**src/rtl/nv_seq_pkg.sv**
```systemverilog
package nv_seq_pkg;
  typedef enum logic [1:0] {
    OP_IDLE,
    OP_LOAD,
    OP_SAVE
  } nv_op_e;
endpackage

```
**src/rtl/nv_cycle_timer.sv**
```systemverilog
module nv_cycle_timer #(
  parameter int unsigned CW = 8,
  parameter logic [CW-1:0] RST_VAL = '0
) (
  input  logic          clk_i,
  input  logic          rst_ni,
  input  logic          load_i,
  input  logic [CW-1:0] load_val_i,
  output logic          run_o,
  output logic          last_o
);
  logic [CW-1:0] cnt_q;

  always_ff @(posedge clk_i or negedge rst_ni) begin
    if (!rst_ni)            cnt_q <= RST_VAL;
    else if (load_i)        cnt_q <= load_val_i;
    else if (cnt_q != '0)   cnt_q <= cnt_q - 1'b1;
  end

  assign run_o  = (cnt_q != '0);
  assign last_o = (cnt_q == CW'(1));
endmodule

```
**src/rtl/nv_image_store.sv**
```systemverilog
module nv_image_store #(
  parameter int unsigned DW = 8,
  parameter logic [DW-1:0] FACTORY = '0
) (
  input  logic          clk_i,
  input  logic          we_i,
  input  logic [DW-1:0] wd_i,
  output logic [DW-1:0] img_o
);
  // no reset: contents survive power-on reset
  logic [DW-1:0] img_q = FACTORY;

  always_ff @(posedge clk_i) begin
    if (we_i) img_q <= wd_i;
  end

  assign img_o = img_q;
endmodule

```
**src/rtl/nv_seq_ctrl.sv**
```systemverilog
module nv_seq_ctrl
  import nv_seq_pkg::*;
#(
  parameter int unsigned DW = 8,
  parameter int unsigned CW = 8,
  parameter int unsigned RESTORE_CYC = 4,
  parameter int unsigned STORE_CYC = 8
) (
  input  logic          clk_i,
  input  logic          rst_ni,
  input  logic          store_req_i,
  input  logic          restore_req_i,
  input  logic          nop_req_i,
  input  logic          nv_wr_i,
  input  logic [DW-1:0] nv_wr_data_i,
  input  logic          locked_i,
  input  logic          tmr_last_i,
  input  logic [DW-1:0] img_i,
  output logic          tmr_load_o,
  output logic [CW-1:0] tmr_val_o,
  output logic          img_we_o,
  output logic [DW-1:0] img_wd_o,
  output logic [DW-1:0] wiper_o,
  output logic          busy_o,
  output logic          read_pwr_o,
  output logic          err_o
);
  localparam logic [DW-1:0] MIDSCALE = DW'(1) << (DW - 1);

  nv_op_e        op_q;
  logic [DW-1:0] wiper_q;
  logic          rpwr_q, err_q;
  logic          open_w, acc_ld, acc_sv, acc_wr, any_req, done_w;

  assign busy_o  = (op_q != OP_IDLE);
  assign open_w  = !busy_o && !locked_i;
  // priority: restore, then store, then direct write
  assign acc_ld  = restore_req_i && open_w;
  assign acc_sv  = store_req_i && open_w && !restore_req_i;
  assign acc_wr  = nv_wr_i && open_w && !restore_req_i && !store_req_i;
  assign any_req = restore_req_i || store_req_i || nv_wr_i;
  assign done_w  = busy_o && tmr_last_i;

  assign tmr_load_o = acc_ld || acc_sv;
  assign tmr_val_o  = acc_ld ? CW'(RESTORE_CYC) : CW'(STORE_CYC);
  assign img_we_o   = acc_wr || (done_w && op_q == OP_SAVE);
  assign img_wd_o   = acc_wr ? nv_wr_data_i : wiper_q;

  always_ff @(posedge clk_i or negedge rst_ni) begin
    if (!rst_ni) begin
      op_q    <= OP_LOAD;
      wiper_q <= MIDSCALE;
      rpwr_q  <= 1'b0;
      err_q   <= 1'b0;
    end else begin
      if (acc_ld)      op_q <= OP_LOAD;
      else if (acc_sv) op_q <= OP_SAVE;
      else if (done_w) op_q <= OP_IDLE;

      if (done_w && op_q == OP_LOAD) wiper_q <= img_i;

      if (acc_ld)         rpwr_q <= 1'b1;
      else if (nop_req_i) rpwr_q <= 1'b0;

      if (any_req && !(acc_ld || acc_sv || acc_wr)) err_q <= 1'b1;
    end
  end

  assign wiper_o    = wiper_q;
  assign read_pwr_o = rpwr_q;
  assign err_o      = err_q;
endmodule

```
**src/rtl/nv_setting_seq.sv**
```systemverilog
module nv_setting_seq #(
  parameter int unsigned DW = 8,
  parameter int unsigned AW = 5,
  parameter int unsigned RESTORE_CYC = 60000,
  parameter int unsigned STORE_CYC = 5200000,
  parameter int unsigned LOCK_CYC = 108000,
  parameter logic [DW-1:0] TOL_INT = 8'h00,
  parameter logic [DW-1:0] TOL_FRAC = 8'h00
) (
  input  logic          clk_i,
  input  logic          rst_ni,
  input  logic          store_req_i,
  input  logic          restore_req_i,
  input  logic          nop_req_i,
  input  logic          nv_wr_i,
  input  logic [DW-1:0] nv_wr_data_i,
  input  logic [AW-1:0] rd_addr_i,
  output logic [DW-1:0] rd_data_o,
  output logic [DW-1:0] wiper_o,
  output logic          busy_o,
  output logic          read_pwr_o,
  output logic          err_o
);
  localparam int unsigned MAX_OP = (STORE_CYC > RESTORE_CYC) ? STORE_CYC : RESTORE_CYC;
  localparam int unsigned MAXC   = (LOCK_CYC > MAX_OP) ? LOCK_CYC : MAX_OP;
  localparam int unsigned CW     = $clog2(MAXC + 1);
  localparam logic [DW-1:0] MIDSCALE = DW'(1) << (DW - 1);
  localparam logic [AW-1:0] A_WIPER  = AW'(0);
  localparam logic [AW-1:0] A_IMAGE  = AW'(1);
  localparam logic [AW-1:0] A_TOLHI  = {AW{1'b1}} - AW'(1);
  localparam logic [AW-1:0] A_TOLLO  = {AW{1'b1}};

  logic          tmr_load, tmr_last, tmr_run_unused;
  logic [CW-1:0] tmr_val;
  logic          lock_run, lock_last_unused;
  logic          img_we;
  logic [DW-1:0] img_wd, img_w;

  nv_cycle_timer #(.CW(CW), .RST_VAL(CW'(RESTORE_CYC))) u_op_tmr (
    .clk_i, .rst_ni,
    .load_i(tmr_load), .load_val_i(tmr_val),
    .run_o(tmr_run_unused), .last_o(tmr_last)
  );

  nv_cycle_timer #(.CW(CW), .RST_VAL(CW'(LOCK_CYC))) u_lock_tmr (
    .clk_i, .rst_ni,
    .load_i(1'b0), .load_val_i('0),
    .run_o(lock_run), .last_o(lock_last_unused)
  );

  nv_image_store #(.DW(DW), .FACTORY(MIDSCALE)) u_img (
    .clk_i, .we_i(img_we), .wd_i(img_wd), .img_o(img_w)
  );

  nv_seq_ctrl #(
    .DW(DW), .CW(CW), .RESTORE_CYC(RESTORE_CYC), .STORE_CYC(STORE_CYC)
  ) u_ctrl (
    .clk_i, .rst_ni,
    .store_req_i, .restore_req_i, .nop_req_i, .nv_wr_i, .nv_wr_data_i,
    .locked_i(lock_run), .tmr_last_i(tmr_last), .img_i(img_w),
    .tmr_load_o(tmr_load), .tmr_val_o(tmr_val),
    .img_we_o(img_we), .img_wd_o(img_wd),
    .wiper_o, .busy_o, .read_pwr_o, .err_o
  );

  always_comb begin
    unique case (rd_addr_i)
      A_WIPER: rd_data_o = wiper_o;
      A_IMAGE: rd_data_o = img_w;
      A_TOLHI: rd_data_o = TOL_INT;
      A_TOLLO: rd_data_o = TOL_FRAC;
      default: rd_data_o = '0;
    endcase
  end
endmodule

```
**config.mk**
```make
export PLATFORM = sky130hd
export DESIGN_NAME = nv_setting_seq
export DESIGN_NICKNAME = d
export VERILOG_FILES = /design/src/rtl/nv_seq_pkg.sv /design/src/rtl/nv_cycle_timer.sv /design/src/rtl/nv_image_store.sv /design/src/rtl/nv_seq_ctrl.sv /design/src/rtl/nv_setting_seq.sv
export SDC_FILE = /design/constraint.sdc
export NUM_CORES = 1
export LEC_CHECK = 0
export BUFFER_PORTS_ARGS = -buffer_cell sky130_fd_sc_hd__buf_2
export CAP_MARGIN = 10
export CORE_MARGIN = 4
export CORE_UTILIZATION = 35
export DETAILED_ROUTE_END_ITERATION = 8
export SLEW_MARGIN = 25
export SYNTH_ARGS = -nofsm -noshare
export SYNTH_HDL_FRONTEND = slang
export SYNTH_SLANG_ARGS = --single-unit
```
**constraint.sdc**
```tcl
create_clock -name clk_i -period 7.2 [get_ports clk_i]
set_input_delay 0.36 -clock clk_i [delete_from_list [all_inputs] [get_ports clk_i]]
set_output_delay 0.36 -clock clk_i [all_outputs]
set_load 0.005 [all_outputs]
```
# After elaboration in Yosys (flattened, before gate mapping)
# Index checks and enable logic that the tools add are counted.
[totals]
elab_cells = 51
in_bits = 19
register_bits = 66
output_inout_bits = 19
[op_classes]
reduce_logical = 28
mux = 10
n_eq_ne = 4
n_addsub = 2
[op_table]
columns = ["operator", "count"]
rows = [
  ["$mux W23", 3],
  ["$reduce_bool A23 Y1", 2],
  ["$sub A23 B1 Y23 const B", 2],
  ["$eq A23 B1 Y1 const B", 1],
  ["$pmux W8 S2", 1],
  ["$logic_and A1 B1 Y1", 11],
  ["$mux W8", 1],
  ["$mux W2", 3],
  ["$reduce_bool A2 Y1", 3],
  ["$eq A5 B1 Y1 const B", 1],
  ["$logic_not A1 Y1", 5],
  ["$logic_not A5 Y1", 1],
  ["$logic_or A1 B1 Y1", 5],
  ["$reduce_bool A3 Y1", 1],
  ["$eq A2 B1 Y1 const B", 1],
  ["$eq A2 B2 Y1 const B", 1],
  ["$mux W1", 2],
]

# Logic depth before layout (Yosys ltp)
[logic_depth]
word_depth = 9
mapped_depth = 8
mapped_depth_nobuf = 7

# Modules after synthesis
# From an unflattened synthesis, not the netlist that was laid out.
[unflattened]
cells_unflattened = 435
area_unflattened_um2 = 4119.0
[by_module_without_submodules]
columns = ["mod", "seq_area_each_um2", "n_inst", "area_per_inst_um2", "cells_each"]
rows = [
  ["nv_cycle_timer at u_lock_tmr", 585.6, 1, 1487.7, 168],
  ["nv_cycle_timer at u_op_tmr", 584.3, 1, 1486.4, 168],
  ["nv_seq_ctrl", 302.8, 1, 774.5, 71],
  ["nv_image_store", 240.2, 1, 240.2, 8],
  ["nv_setting_seq", 0.0, 1, 130.1, 20],
]

# Worst setup path after synthesis
# Ideal clock, no wire load.
[synth_timing]
kind = "register to register"
start = "register u_lock_tmr.cnt_q[12]"
end = "register u_img.img_q[0] (netlist: u_img.img_o[0]), enable pin"
setup_ns = 0.384
required_ns = 6.816
path_slack_ns = 4.559
path_stages_with_launch = 6
period_less_slack_ns = 2.641
arrival_time_ns = 2.257
n_path_buf = 0
cell_sequence = "dfrtp_1 or4_4 or4_4 nor3_2 nand3_2 o21ai_0"
[synth_via]
elab_chain_len = 7
[synth_rtl]
columns = ["item", "line_no", "text"]
rows = [
  ["from (decl)", "nv_cycle_timer.sv:12", "logic [CW-1:0] cnt_q;"],
  ["from (signal assigned)", "nv_cycle_timer.sv:16", "else if (load_i) cnt_q <= load_val_i;"],
  ["from (signal assigned)", "nv_cycle_timer.sv:17", "else if (cnt_q != '0) cnt_q <= cnt_q - 1'b1;"],
  ["$reduce_bool A23 Y1", "nv_cycle_timer.sv:20", "assign run_o = (cnt_q != '0);"],
  ["$logic_not A1 Y1", "nv_seq_ctrl.sv:36", "assign open_w = !busy_o && !locked_i;"],
  ["$logic_and A1 B1 Y1", "nv_seq_ctrl.sv:36", ""],
  ["$logic_and A1 B1 Y1 (3 in series)", "nv_seq_ctrl.sv:40", "assign acc_wr = nv_wr_i && open_w && !restore_req_i && !store_req_i;"],
  ["$logic_or A1 B1 Y1", "nv_seq_ctrl.sv:46", "assign img_we_o = acc_wr || (done_w && op_q == OP_SAVE);"],
  ["named net img_we", "nv_setting_seq.sv:36", "logic img_we;"],
  ["to (signal assigned)", "nv_image_store.sv:14", "if (we_i) img_q <= wd_i;"],
  ["to (decl)", "nv_image_store.sv:11", "logic [DW-1:0] img_q = FACTORY;"],
]
# The timed path passes the listed nets, and every way through them passes these cells.
# A chain may end at the register's enable or synchronous reset.

# Worst setup path in the final report
[layout_timing]
start = "register u_lock_tmr.cnt_q[12]"
end = "register u_img.img_q[1] (netlist: u_img.img_o[1]), enable pin"
# Same word-level chain as after synthesis.

==> results_dict.tcl <==
set metrics [dict create \
    outcome "finished clean" \
    syn-cell-area_mm2 0.00344 \
    synth_edf_count 8 \
    p_leak_nw 1.70 \
    crit_buf_inv 0 \
    slowest_stage "or4_4" \
    finalNonFillerCells 499 \
    core_area_mm2 0.00942 \
    worst_pin_slew_ps 924 \
    start_util_pct 36.6 \
    cts_made_buffers 9 \
    synth.avg_cell_area_um2 10.6 \
    fillerInstances 889 \
    ys.flop_type "dfrtp_1" \
    min_period_ps 2860 \
    antenna_cells 0 \
    worstSkewPairLatency_ps 340 \
    max_stage_delay_ps 570 \
    powerDensity_mw_per_mm2 230 \
    ys.warnings.count 0 \
    grt_pass1_vias 2611 \
    yosysTopAreaCell "dfrtp_1" \
    seqCellArea_mm2 0.00171 \
    grt_start_max_net_pins 59 \
    path_class "flop to flop" \
    ios 38 \
    min_path_type "input pin to asynchronous set/reset pin" \
    grt_overflow 0 \
    setup_slack_ps 4340 \
    grt_usage_pct 13.3 \
    drv_cap 0 \
    htree_levels 3 \
    cts_tree "done" \
    synthToLayoutAreaGrowth_pct 15.5 \
    cts_resized 0 \
    antenna_found_initial 0 \
    path_cells "or4_4 -> or4_4 -> nor3_2 -> nand3_2 -> o21ai_1" \
    design_area_mm2 0.00398 \
    synth_top_area_share_pct 29.8 \
    pre_cts_slack_ps 4280 \
    syn_nets 347 \
    via_count 2580 \
    cp.required_ps 7180 \
    syn_inst 324 \
    first_pass_iters 4 \
    max_slew_margin_pct 37.9 \
    yosysSeqAreaShare_pct 49.7 \
    cts_sinks 66 \
    peakVddDrop_v 0.000107 \
    post_cts_buffers 0 \
    routed_wl_um 7200 \
    die_height_um 107 \
    finalHoldViolations 0 \
    place_area_mm2 0.00377 \
    clk_path_buf_depth 2 \
    postCtsHoldBufs 0 \
    ys_async_sr_fraction_pct 87.9 \
    layout-drive-gt1-share_pct 27.3 \
    drtIter0Drc 150 \
    vias_per_cell 5.17 \
    cp_max_fo 9 \
    finalSetupViolations 0 \
    fin_crit_sh_pct 39.7 \
    clk_pin_slew_worst_paths_ps 70 \
    antenna_left 0 \
    final_max_slew_viol_count 0 \
    clock.fmax_mhz 349 \
    cpMostUsedCell "or4_4" \
    crit_arrival_ps 2840 \
    finalClockSkew_ps 13.2 \
    timing.setup.tns_ps 0 \
    clockRootBuffer "clkbuf_8" \
    grt_pass1_wl_um 12400 \
    final_nets 388 \
    setup.worst_path.end_class "flop" \
    cp_top_family "simple AND/OR/NAND/NOR gates" \
    ys_types 47 \
    place.gp.congestion 0.847 \
    die_x_um 107 \
    yosys-top-cells-count "41 x dfrtp_1, 38 x nor2_1, 23 x xnor2_1" \
    die-area_mm2 0.0115 \
    drcViolationCount 0 \
    multi_input_area_mm2 0.00168 \
    rsz0062_at_grt "false" \
    yosysMostFrequentCell "dfrtp_1" \
    synth_seq_cells 66 \
    worst_setup_path_start_kind "flop" \
    dp.cells 483 \
    wl_per_cell_um 14.4 \
    final_core_util_pct 42.2 \
    synthTopCellsByArea "dfrtp_1 30%, dfstp_2 13%, edfxtp_1 7.0%" \
    dp_hpwl_um 5150 \
    rows 35 \
    placement.io_buffers 37 \
]
path summary, 6_finish.rpt:
path / start / to / slack (ps) / cells after the start
max: u_lock_tmr.cnt_q[12] / u_img.img_o[1] / 4340 / 5
min: rst_ni / u_lock_tmr.cnt_q[12] / 160 / 2
max in group asynchronous: rst_ni / u_op_tmr.cnt_q[17] / 6550 / 2
max reg2reg: u_lock_tmr.cnt_q[12] / u_img.img_o[1] / 4340 / 5
min reg2reg: u_ctrl.err_o / u_ctrl.err_o / 480 / 1
min in group clk_i: nop_req_i / u_ctrl.read_pwr_o / 220 / 2
cells by family after synthesis:
kind of cell	Yosys count	share of synthesized area, %
AOI/OAI and AO/OA	31	5.52
xor gates and xnor gates	34	8.64
adders and majority gates	4	1.45
buffers and inverters	14	1.63
DFF	66	49.7
muxes	29	9.41
and+or+nand+nor	146	23.6
registers in the layout, indices dropped and copies added (netlist names):
register,cells
u_lock_tmr.cnt_q,23
u_img.img_o,8
u_op_tmr.cnt_q,23
u_ctrl.read_pwr_o,1
u_ctrl.wiper_o,8
u_ctrl.op_q,2
u_ctrl.err_o,1
metrics by stage:
| step | hold slack, ps | total power [mW] |
|---|---|---|
| finish | 165 | 0.913 |
| CTS | 195 | 0.925 |
| detailed placement | 466 | 0.590 |
| floorplan | 64.4 | 0.553 |
| global route | 233 | 0.965 |
| global placement | 470 | 0.588 |
metal layers:
metal  vias to the layer above  part of all wire (%)  GRT usage (%)
met2                        61                    48           21.3
met3                        11                   4.7           2.77
met1                      1239                    46           17.8
met5                         -                     0              0
met4                         0                   1.5           4.75
li1                       1269                     -              -
layout by cell type, fill, tap and decap left out, drive strengths merged, types with 4 or more instances in the layout:
cell,synthesis,layout
a211oi,5,5
a21oi,12,12
buf,3,39
clkbuf,6,10
dfrtp,41,41
dfstp,17,17
edfxtp,8,8
ha,4,4
inv,5,5
mux2,17,17
mux2i,12,12
nand2,16,16
nand3,10,10
nand4,16,16
nor2,39,39
nor3,19,19
nor4,11,11
o21ai,7,7
or3,4,4
or4,8,8
xnor2,23,23
xor2,11,11
cell type report:
cell class,instances,share of cell area (%)
clock buffers,10,3.21
inverters,5,0.472
flip-flops and latches,66,43.1
clock inverters,6,2.04
multi-input cells,244,42.1
well taps,129,4.06
repair buffers,39,5.03
power by group:
part,total (mW),internal [mW],switching [mW]
logic,0.115,0.0519,0.0627
registers,0.470,0.423,0.0476
clock network,0.329,0.193,0.136
(Power assumes the default switching activity.)
